## config.mk

```make
export PLATFORM = sky130hd
export DESIGN_NAME = chg_cycle_ctrl
export DESIGN_NICKNAME = d
export VERILOG_FILES = /design/src/rtl/chg_pkg.sv /design/src/rtl/chg_band_sel.sv /design/src/rtl/chg_thresh.sv /design/src/rtl/chg_blink.sv /design/src/rtl/chg_cycle_ctrl.sv
export SDC_FILE = /design/constraint.sdc
export NUM_CORES = 1
export LEC_CHECK = 0
export BUFFER_PORTS_ARGS = -buffer_cell sky130_fd_sc_hd__buf_4
export CORE_AREA = 8 8 116 118
export CTS_BUF_LIST = sky130_fd_sc_hd__clkbuf_16
export DETAILED_ROUTE_END_ITERATION = 16
export DIE_AREA = 0 0 124 126
export PLACE_DENSITY = 0.82
export SLEW_MARGIN = 30
export SYNTH_ARGS = -nofsm -noshare
export SYNTH_HDL_FRONTEND = slang
export SYNTH_SLANG_ARGS = --single-unit
```

## constraint.sdc

```tcl
create_clock -name clk_i -period 13.69 [get_ports clk_i]
set_clock_uncertainty 0.2 [all_clocks]
set_input_delay 2.0535 -clock clk_i [delete_from_list [all_inputs] [get_ports clk_i]]
set_output_delay 2.0535 -clock clk_i [all_outputs]
set_load 0.01 [all_outputs]
```

## src/rtl/chg_pkg.sv

```systemverilog
`timescale 1ns/1ps
package chg_pkg;

    typedef enum logic [1:0] {
        PH_OFF   = 2'd0,
        PH_SHORT = 2'd1,
        PH_PRE   = 2'd2,
        PH_FAST  = 2'd3
    } phase_e;

    typedef enum logic [1:0] {
        ST_IDLE   = 2'd0,
        ST_CHARGE = 2'd1,
        ST_DONE   = 2'd2
    } cyc_e;

    localparam logic [1:0] STS_OFF  = 2'b00;
    localparam logic [1:0] STS_PRE  = 2'b01;
    localparam logic [1:0] STS_FAST = 2'b10;
    localparam logic [1:0] STS_DONE = 2'b11;

    typedef struct packed {
        logic ovp;
        logic above_rechg;
        logic below_rechg;
    } thr_t;

    function automatic phase_e classify(input logic [31:0] v,
                                        input logic [31:0] short_lim,
                                        input logic [31:0] low_lim);
        if (v < short_lim)
            return PH_SHORT;
        else if (v < low_lim)
            return PH_PRE;
        else
            return PH_FAST;
    endfunction

    function automatic logic [1:0] status_of(input cyc_e st, input phase_e ph);
        case (st)
            ST_CHARGE: return (ph == PH_FAST) ? STS_FAST : STS_PRE;
            ST_DONE:   return STS_DONE;
            default:   return STS_OFF;
        endcase
    endfunction

endpackage

```

## src/rtl/chg_band_sel.sv

```systemverilog
`timescale 1ns/1ps
module chg_band_sel
    import chg_pkg::*;
#(
    parameter int unsigned VW         = 16,
    parameter int unsigned SHORT_MV   = 2000,
    parameter int unsigned LOWV_HI_MV = 3000,
    parameter int unsigned LOWV_LO_MV = 2800
) (
    input  logic          clk_i,
    input  logic          rst_i,
    input  logic [VW-1:0] vbat_mv_i,
    input  logic          lowv_low_i,
    output phase_e        band_o
);

    logic [31:0] low_lim;
    phase_e      raw;
    phase_e      raw_prev_q;
    phase_e      band_q;

    assign low_lim = lowv_low_i ? LOWV_LO_MV : LOWV_HI_MV;
    assign raw     = classify(32'(vbat_mv_i), SHORT_MV, low_lim);

    always_ff @(posedge clk_i) begin
        if (rst_i) begin
            raw_prev_q <= PH_SHORT;
            band_q     <= PH_SHORT;
        end else begin
            raw_prev_q <= raw;
            if (raw == raw_prev_q)
                band_q <= raw;
        end
    end

    assign band_o = band_q;


    band_hold_chk: assert property (@(posedge clk_i) disable iff (rst_i)
        (band_q != $past(band_q)) |-> ($past(raw) == $past(raw_prev_q)));

endmodule

```

## src/rtl/chg_thresh.sv

```systemverilog
`timescale 1ns/1ps
module chg_thresh
    import chg_pkg::*;
#(
    parameter int unsigned VW              = 16,
    parameter int unsigned OVP_DIV         = 25,
    parameter int unsigned RECHG_NARROW_MV = 100,
    parameter int unsigned RECHG_WIDE_MV   = 200
) (
    input  logic [VW-1:0] vbat_mv_i,
    input  logic [VW-1:0] vreg_mv_i,
    input  logic          rechg_wide_i,
    output thr_t          thr_o
);

    localparam int unsigned XW = VW + 1;
    localparam logic [XW-1:0] DIV_X    = XW'(OVP_DIV);
    localparam logic [XW-1:0] NARROW_X = XW'(RECHG_NARROW_MV);
    localparam logic [XW-1:0] WIDE_X   = XW'(RECHG_WIDE_MV);

    logic [XW-1:0] v_x;
    logic [XW-1:0] r_x;
    logic [XW-1:0] ovp_lim;
    logic [XW-1:0] off_x;
    logic [XW-1:0] rechg_lim;

    assign v_x       = {1'b0, vbat_mv_i};
    assign r_x       = {1'b0, vreg_mv_i};
    assign ovp_lim   = r_x + (r_x / DIV_X);
    assign off_x     = rechg_wide_i ? WIDE_X : NARROW_X;
    assign rechg_lim = (r_x > off_x) ? (r_x - off_x) : '0;

    assign thr_o.ovp         = v_x > ovp_lim;
    assign thr_o.above_rechg = v_x > rechg_lim;
    assign thr_o.below_rechg = v_x < rechg_lim;

endmodule

```

## src/rtl/chg_blink.sv

```systemverilog
`timescale 1ns/1ps
module chg_blink #(
    parameter int unsigned HALF_CYC = 125_000_000
) (
    input  logic clk_i,
    input  logic rst_i,
    input  logic fault_i,
    output logic lvl_o
);

    localparam int unsigned CW = (HALF_CYC < 2) ? 1 : $clog2(HALF_CYC);
    localparam logic [CW-1:0] LAST = CW'(HALF_CYC - 1);

    logic [CW-1:0] cnt_q;
    logic          lvl_q;

    always_ff @(posedge clk_i) begin
        if (rst_i || !fault_i) begin
            cnt_q <= '0;
            lvl_q <= 1'b0;
        end else if (cnt_q == LAST) begin
            cnt_q <= '0;
            lvl_q <= ~lvl_q;
        end else begin
            cnt_q <= cnt_q + 1'b1;
        end
    end

    assign lvl_o = lvl_q;


    blink_run_chk: assert property (@(posedge clk_i) disable iff (rst_i)
        (fault_i && $past(fault_i) && (lvl_q != $past(lvl_q))) |-> ($past(cnt_q) == LAST));

endmodule

```

## src/rtl/chg_cycle_ctrl.sv

```systemverilog
`timescale 1ns/1ps
module chg_cycle_ctrl
    import chg_pkg::*;
#(
    parameter int unsigned VW              = 16,
    parameter int unsigned IW              = 16,
    parameter int unsigned ICHG_W          = 6,
    parameter int unsigned SHORT_MV        = 2000,
    parameter int unsigned LOWV_HI_MV      = 3000,
    parameter int unsigned LOWV_LO_MV      = 2800,
    parameter int unsigned RECHG_NARROW_MV = 100,
    parameter int unsigned RECHG_WIDE_MV   = 200,
    parameter int unsigned OVP_DIV         = 25,
    parameter int unsigned HALF_CYC        = 125_000_000
) (
    input  logic              clk_i,
    input  logic              rst_i,
    input  logic [VW-1:0]     vbat_mv_i,
    input  logic [IW-1:0]     ibat_ma_i,
    input  logic [VW-1:0]     vreg_mv_i,
    input  logic [IW-1:0]     iterm_ma_i,
    input  logic [ICHG_W-1:0] ichg_code_i,
    input  logic              chg_en_i,
    input  logic              ce_n_i,
    input  logic              conv_on_i,
    input  logic              in_dpm_i,
    input  logic              therm_reg_i,
    input  logic              tmr_fault_i,
    input  logic              fet_force_off_i,
    input  logic              term_en_i,
    input  logic              rechg_wide_i,
    input  logic              lowv_low_i,
    input  logic              ind_dis_i,
    output logic [1:0]        phase_o,
    output logic [1:0]        status_o,
    output logic              fet_on_o,
    output logic              done_pulse_o,
    output logic              bat_fault_o,
    output logic              ind_n_o
);

    phase_e band;
    thr_t   thr;
    cyc_e   state_q;
    cyc_e   state_d;
    logic   bat_fault_q;
    logic   low_prev_q;
    logic   done_q;
    logic   start_ok;
    logic   term_now;
    logic   fault_any;
    logic   blink_lvl;

    chg_band_sel #(
        .VW(VW), .SHORT_MV(SHORT_MV),
        .LOWV_HI_MV(LOWV_HI_MV), .LOWV_LO_MV(LOWV_LO_MV)
    ) band_i (
        .clk_i(clk_i), .rst_i(rst_i),
        .vbat_mv_i(vbat_mv_i), .lowv_low_i(lowv_low_i),
        .band_o(band)
    );

    chg_thresh #(
        .VW(VW), .OVP_DIV(OVP_DIV),
        .RECHG_NARROW_MV(RECHG_NARROW_MV), .RECHG_WIDE_MV(RECHG_WIDE_MV)
    ) thr_i (
        .vbat_mv_i(vbat_mv_i), .vreg_mv_i(vreg_mv_i),
        .rechg_wide_i(rechg_wide_i), .thr_o(thr)
    );

    assign fault_any = tmr_fault_i | bat_fault_q;

    chg_blink #(.HALF_CYC(HALF_CYC)) blink_i (
        .clk_i(clk_i), .rst_i(rst_i),
        .fault_i(fault_any), .lvl_o(blink_lvl)
    );

    assign start_ok = conv_on_i & chg_en_i & ~ce_n_i & (|ichg_code_i)
                    & ~tmr_fault_i & ~fet_force_off_i & ~bat_fault_q;

    assign term_now = (band == PH_FAST) & (ibat_ma_i < iterm_ma_i)
                    & thr.above_rechg & term_en_i & ~in_dpm_i & ~therm_reg_i;

    always_comb begin
        state_d = state_q;
        case (state_q)
            ST_IDLE:   if (start_ok) state_d = ST_CHARGE;
            ST_CHARGE: begin
                if (!start_ok)     state_d = ST_IDLE;
                else if (term_now) state_d = ST_DONE;
            end
            ST_DONE: begin
                if (!start_ok)                             state_d = ST_IDLE;
                else if (thr.below_rechg && low_prev_q)    state_d = ST_CHARGE;
            end
            default:   state_d = ST_IDLE;
        endcase
    end

    always_ff @(posedge clk_i) begin
        if (rst_i) begin
            state_q     <= ST_IDLE;
            bat_fault_q <= 1'b0;
            low_prev_q  <= 1'b0;
            done_q      <= 1'b0;
        end else begin
            state_q     <= state_d;
            bat_fault_q <= thr.ovp;
            low_prev_q  <= thr.below_rechg;
            done_q      <= (state_q == ST_CHARGE) && (state_d == ST_DONE);
        end
    end

    assign phase_o      = (state_q == ST_CHARGE) ? band : PH_OFF;
    assign status_o     = status_of(state_q, band);
    assign fet_on_o     = ~fet_force_off_i & (state_q != ST_DONE);
    assign done_pulse_o = done_q;
    assign bat_fault_o  = bat_fault_q;

    always_comb begin
        if (ind_dis_i)
            ind_n_o = 1'b1;
        else if (fault_any)
            ind_n_o = blink_lvl;
        else
            ind_n_o = (state_q != ST_CHARGE);
    end


    start_gate_chk: assert property (@(posedge clk_i) disable iff (rst_i)
        (state_q == ST_CHARGE && $past(state_q) == ST_IDLE) |-> $past(start_ok));


    done_pulse_chk: assert property (@(posedge clk_i) disable iff (rst_i)
        done_pulse_o |-> (status_o == STS_DONE && !fet_on_o));


    no_term_reg_chk: assert property (@(posedge clk_i) disable iff (rst_i)
        (state_q == ST_CHARGE && (in_dpm_i || therm_reg_i || !term_en_i)) |=> (state_q != ST_DONE));


    ovp_stop_chk: assert property (@(posedge clk_i) disable iff (rst_i)
        bat_fault_q |=> (state_q == ST_IDLE));

endmodule

```

# [Word-level counts from Yosys, hierarchy flattened]
# Index checks and enable logic that the tools add are counted.
[classes] addsub=3 multipliers=0 div=1 order_cmp=7 eq_ne=8 shift=0 n_mux=16 n_bitwise=20 reduce_logical=7
[ops] operator="greater-than comparator 16 x 17 -> 1 bit" count=3
[ops] operator="less-than comparator 16 x 32 -> 1 bit" count=1
[ops] operator="adder 27 x 1 -> 27 bit, second input constant" count=1
[ops] operator="== test 27 bit, second input constant" count=1
[ops] operator="adder 16 x 17 -> 17 bit" count=1
[ops] operator="divider 16 x 5 -> 17 bit, second input constant" count=1
[ops] operator="less-than comparator 16 x 17 -> 1 bit" count=1
[ops] operator="2-to-1 mux 17 bit" count=1
[ops] operator="subtractor 16 x 17 -> 17 bit" count=1
[ops] operator="less-than comparator 16 x 11 -> 1 bit, second input constant" count=1
[ops] operator="less-than comparator 16 bit" count=1
[ops] operator="2-to-1 mux 2 bit" count=8
[ops] operator="AND 1 bit" count=12
[ops] operator="2-to-1 mux 9 bit" count=1
[ops] operator="2-to-1 mux 8 bit" count=1
[ops] operator="inverter 1 bit" count=7
[ops] operator="== test 2 bit, second input constant" count=3
[ops] operator="case mux 2 bit (3 select lines)" count=1
[ops] operator="OR reduction 6 bit" count=1
[ops] operator="case mux 2 bit (2 select lines)" count=1
[ops] operator="2-to-1 mux 1 bit" count=3
[ops] operator="== test 2 x 1 -> 1 bit, second input constant" count=1
[ops] operator="== test 2 bit" count=1
[ops] operator="logical AND 1 bit" count=2
[ops] operator="other kinds (7)" count=7
[totals] ff_bits=37 latchBits=0 ram_bits=0 rom_bits=0 out_inout_bits=8 word_cells=70 n_memories=0

# [Longest topological paths before layout]
[depth] word_depth=13 mapped_depth=70 depth_no_buf=64

# [By module]
# From an unflattened synthesis, not the netlist that was laid out.
[unflattened] hier_cells=857 hier_area_um2=6472.5
[by_module_without_submodules] mod="chg_thresh" n_inst=1 cells_per_inst=569 area_each_um2=4036.4
[by_module_without_submodules] mod="chg_blink" n_inst=1 cells_per_inst=152 area_each_um2=1323.8
[by_module_without_submodules] mod="chg_cycle_ctrl" n_inst=1 cells_per_inst=107 area_each_um2=824.5
[by_module_without_submodules] mod="chg_band_sel" n_inst=1 cells_per_inst=29 area_each_um2=287.8

# [Worst setup path before layout]
# No wires, ideal clock.
[synth_timing] path_kind="input port to flip-flop" start="input vreg_mv_i[12]" end="register bat_fault_q (netlist: bat_fault_o)" setup_time_ps=114 arrival_ps=13423 path_slack_ps=-48 cell_stages=56 n_path_buf=2 path_cell_list="or2_1 -> buf_6 -> a21o_1 -> a311oi_4 -> mux2_4 -> o21a_2 -> o2111a_1 -> or2_4 -> o31a_1 -> nor2_4 -> o211ai_2 -> a221oi_4 -> o21ai_1 -> a311o_1 -> or4b_1 -> and3_1 -> a211oi_1 -> a31oi_2 -> (+20 left out) -> a21o_1 -> a21oi_1 -> o21bai_1 -> a21oi_1 -> o21bai_1 -> a21oi_1 -> o21bai_1 -> a21oi_1 -> o21bai_1 -> a21oi_1 -> xnor2_1 -> ha_1 -> a21oi_1 -> nor2b_1 -> o21ai_0 -> nand2b_1 -> a21oi_1 -> a2111oi_0"
[synth_between] elab_chain_len=3
[synth_rtl] item="start: declaration" line_no="chg_cycle_ctrl.sv:20" source="input logic [VW-1:0] vreg_mv_i,"
[synth_rtl] item="divider 16 x 5 -> 17 bit" line_no="chg_thresh.sv:29" source="assign ovp_lim = r_x + (r_x / DIV_X);"
[synth_rtl] item="adder 16 x 17 -> 17 bit (*)" line_no="chg_thresh.sv:29"
[synth_rtl] item="greater-than comparator 16 x 17 -> 1 bit (*)" line_no="chg_thresh.sv:33" source="assign thr_o.ovp = v_x > ovp_lim;"
[synth_rtl] item="end signal: assignment" line_no="chg_cycle_ctrl.sv:108" source="bat_fault_q <= thr.ovp;"
[synth_rtl] item="end: declaration" line_no="chg_cycle_ctrl.sv:46" source="logic bat_fault_q;"
# Every way passes the cells marked *; elsewhere a longest branch is shown, timed or not.
# A chain may end at the register's enable or synchronous reset.

# [Worst setup path after layout]
# Ends and elaborated chain as after synthesis.

==> impl_metrics.json <==
{
  "fmax_mhz": 74.3,
  "yosysSeqAreaShare_pct": 12.1,
  "ant_nets": 0,
  "grt_overflow": 0,
  "antenna_found_initial": 0,
  "worst_slew_pin_slew_ns": 0.779,
  "routed_wl_mm": 17.7,
  "die_height_um": 126,
  "synth_compound_gate_area_share_pct": 30.5,
  "cts.sinks": 37,
  "period_needed_ns": 13.46,
  "gp_congestion": 0.943,
  "p_leak_nw": 3.57,
  "async_reset_ff_share_pct": 0,
  "synth_cell_types": 97,
  "path_max_fanout": 5,
  "htree_levels": 2,
  "synth-main-ff-cell": "dfxtp_1",
  "required_ns": 13.63,
  "root_buffer": "clkbuf_16",
  "peakVddDrop_v": 0.000391,
  "outcome": "completed",
  "die_area_um2": 15600,
  "core_um2": 11700,
  "setup_viol": 0,
  "finalMaxSlewViolations": 0,
  "clk_path_buf_depth": 2,
  "power.density_nw_per_um2": 258,
  "num-fill-cells": 920,
  "cap_violations": 0,
  "crit_arrival_ns": 13.41,
  "critPathLaunchType": "input pin",
  "reg2reg_slack_ns": 11.16,
  "final_core_util_pct": 70.4,
  "hold_viol": 0,
  "grt_pass1_wl_mm": 27.8,
  "synth_top_cell_area_share_pct": 14.3,
  "ys_seq_elements": 37,
  "critPathMaxStageDelay_ns": 0.43,
  "crit_type": "input pin to flip-flop",
  "hold_slack_ns": 0.277,
  "place_inst": 1103,
  "hold_path.class": "flip-flop to flip-flop",
  "rsz0062_at_grt": "yes",
  "vias": 6733,
  "path_clk_slew_ns": 0.05,
  "avgSynthCellArea_um2": 7.52,
  "cts_made_buffers": 5,
  "slowest_stage": "a2111oi_4",
  "yosys.area_share.xor_xnor_pct": 8.73,
  "crit_path_end_kind": "flip-flop",
  "yosysMostFrequentCell": "nor2_1",
  "initial_core_util_pct": 52.3,
  "grt_pass1_vias": 6234,
  "slew_headroom_pct": 48.0,
  "num_io_pins": 91,
  "synth_edf_count": 0,
  "drt-initial-drc-count": 558,
  "dr.pass1.iters": 5,
  "hpwl_mm": 13.6,
  "cts_tree": "yes",
  "n_antenna_cell": 0,
  "synthTopCellsByArea": "ha_1 (14%), dfxtp_1 (12%), nor2_1 (5.2%), xnor2_1 (4.7%), xor2_1 (4.0%)",
  "fin_cells": 1126,
  "routedWlPerCell_um": 15.7,
  "synth_mux_area_share_pct": 2.33,
  "syn-cell-area_um2": 6120,
  "syn_inst": 814,
  "synthAdderAreaFrac_pct": 15.1,
  "synth-simple-area-share_pct": 25.3,
  "finalNetCount": 1134,
  "worstHoldPathCells": 1,
  "drive_gt1_share_pct": 31.8,
  "cts_hold_buf": 0,
  "clk_latency_ns": 0.28,
  "synth_top_family_by_area": "compound AO/OA/AOI/OAI gates",
  "syn_to_final_growth_pct": 34.8,
  "worstRegToRegCells": 6,
  "die_x_um": 124,
  "viasPerCell": 5.98,
  "yosys_warnings": 0,
  "rows": 40,
  "synth_nets": 969,
  "period_share_pct": 98.3,
  "yosys.area.top_type": "ha_1",
  "yosys-top-cells-count": "nor2_1 (85), ha_1 (70), nand2_1 (56)",
  "drc": 0,
  "port_buffers": 90,
  "track_usage_pct": 20.6,
  "grt_max_degree": 27
}
==> timing repair <==
action                     4_1_cts  5_1_grt
pin swaps                        1       71
gates resized for setup          2      112
setup endpoints to repair        1        1
setup buffers                    1       18
==> registers in the layout, summed over array words and instances, names as in the netlist <==
signal             cells
blink_i.cnt_q         27
band_i.raw_prev_q      2
bat_fault_o            1
blink_i.lvl_o          1
state_q                2
low_prev_q             1
band_i.band_o          2
done_pulse_o           1
==> power breakdown <==
group          leakage (nW)  total [mW]  switching, mW  internal, mW
registers             0.300       0.111        0.00155         0.109
logic                  3.21        1.91          0.942         0.971
clock network        0.0633       0.107         0.0412        0.0656
==> path summary, 6_finish.rpt <==
kind                           startpoint                      endpoint
min reg2reg   blink_i.cnt_q[0]$_SDFF_PP0_   blink_i.cnt_q[0]$_SDFF_PP0_
max reg2reg  blink_i.cnt_q[20]$_SDFF_PP0_  blink_i.cnt_q[18]$_SDFF_PP0_
min           blink_i.cnt_q[0]$_SDFF_PP0_   blink_i.cnt_q[0]$_SDFF_PP0_
max                         vreg_mv_i[12]        bat_fault_o$_SDFF_PP0_
==> routing by layer <==
layer  track usage, %  wire (µm)  up-vias  share of wire (%)
met5                0          0        -                  0
met4             4.55        384        0                2.2
met3             2.14        775       42                4.4
met2             37.1       9040      206                 51
met1             25.4       7500     3165                 42
li1                 -          -     3320                  -
==> worst max-delay path: cells and delay by family <==
kind / cells / cell delay [ns]
AO/OA/AOI/OAI: 34 / 6.33
AND/OR/NAND/NOR: 14 / 1.78
adder cells (fa/ha/maj): 6 / 1.71
buffers and inverters: 6 / 0.70
multiplexers: 3 / 0.70
XOR/XNOR: 1 / 0.12
==> cell usage in the layout, fill, tap and decap left out, drive strengths merged, types with 21 or more instances in the layout <==
cell type,synthesis,layout
buf,19,190
nor2,87,87
ha,70,70
nand2,56,56
inv,50,50
a21oi,50,50
o21ai,39,39
dfxtp,37,37
xnor2,33,33
xor2,28,28
nand3,21,21
==> final cells by class <==
class | instances | area [µm²] | area share [%]
sequential | 37 | 741 | 8.98
clock buffer | 5 | 125 | 1.52
inverter | 50 | 188 | 2.28
multi-input combinational | 695 | 5490 | 66.6
timing repair buffer | 190 | 1510 | 18.3
clock inverter | 2 | 11.3 | 0.137
tap | 147 | 184 | 2.23
==> kinds of logic (layout without fill, tap and decap cells) <==
| group | count (synthesis) | in the layout |
|---|---|---|
| xor gates and xnor gates | 61 | 61 |
| DFF | 37 | 37 |
| buffers and inverters | 82 | 247 |
| adders and majority gates | 73 | 73 |
| muxes | 12 | 12 |
| and+or+nand+nor | 303 | 303 |
| AOI/OAI and AO/OA | 246 | 246 |
==> through the flow <==
stage | total power [mW] | setup WS, ns | cell area (µm²) | TNS (ns)
2_1_floorplan | 1.08 | 0.0417 | 6130 | 0
3_3_place_gp | 1.56 | 0.0235 | 7450 | 0
5_1_grt | 2.29 | -0.391 | 8250 | -0.391
3_5_place_dp | 1.59 | -0.295 | 7460 | -0.295
4_1_cts | 1.71 | 0.0122 | 7620 | 0
6_report | 2.13 | 0.228 | 8250 | 0
No activity file was read; power rests on OpenSTA's default activity.
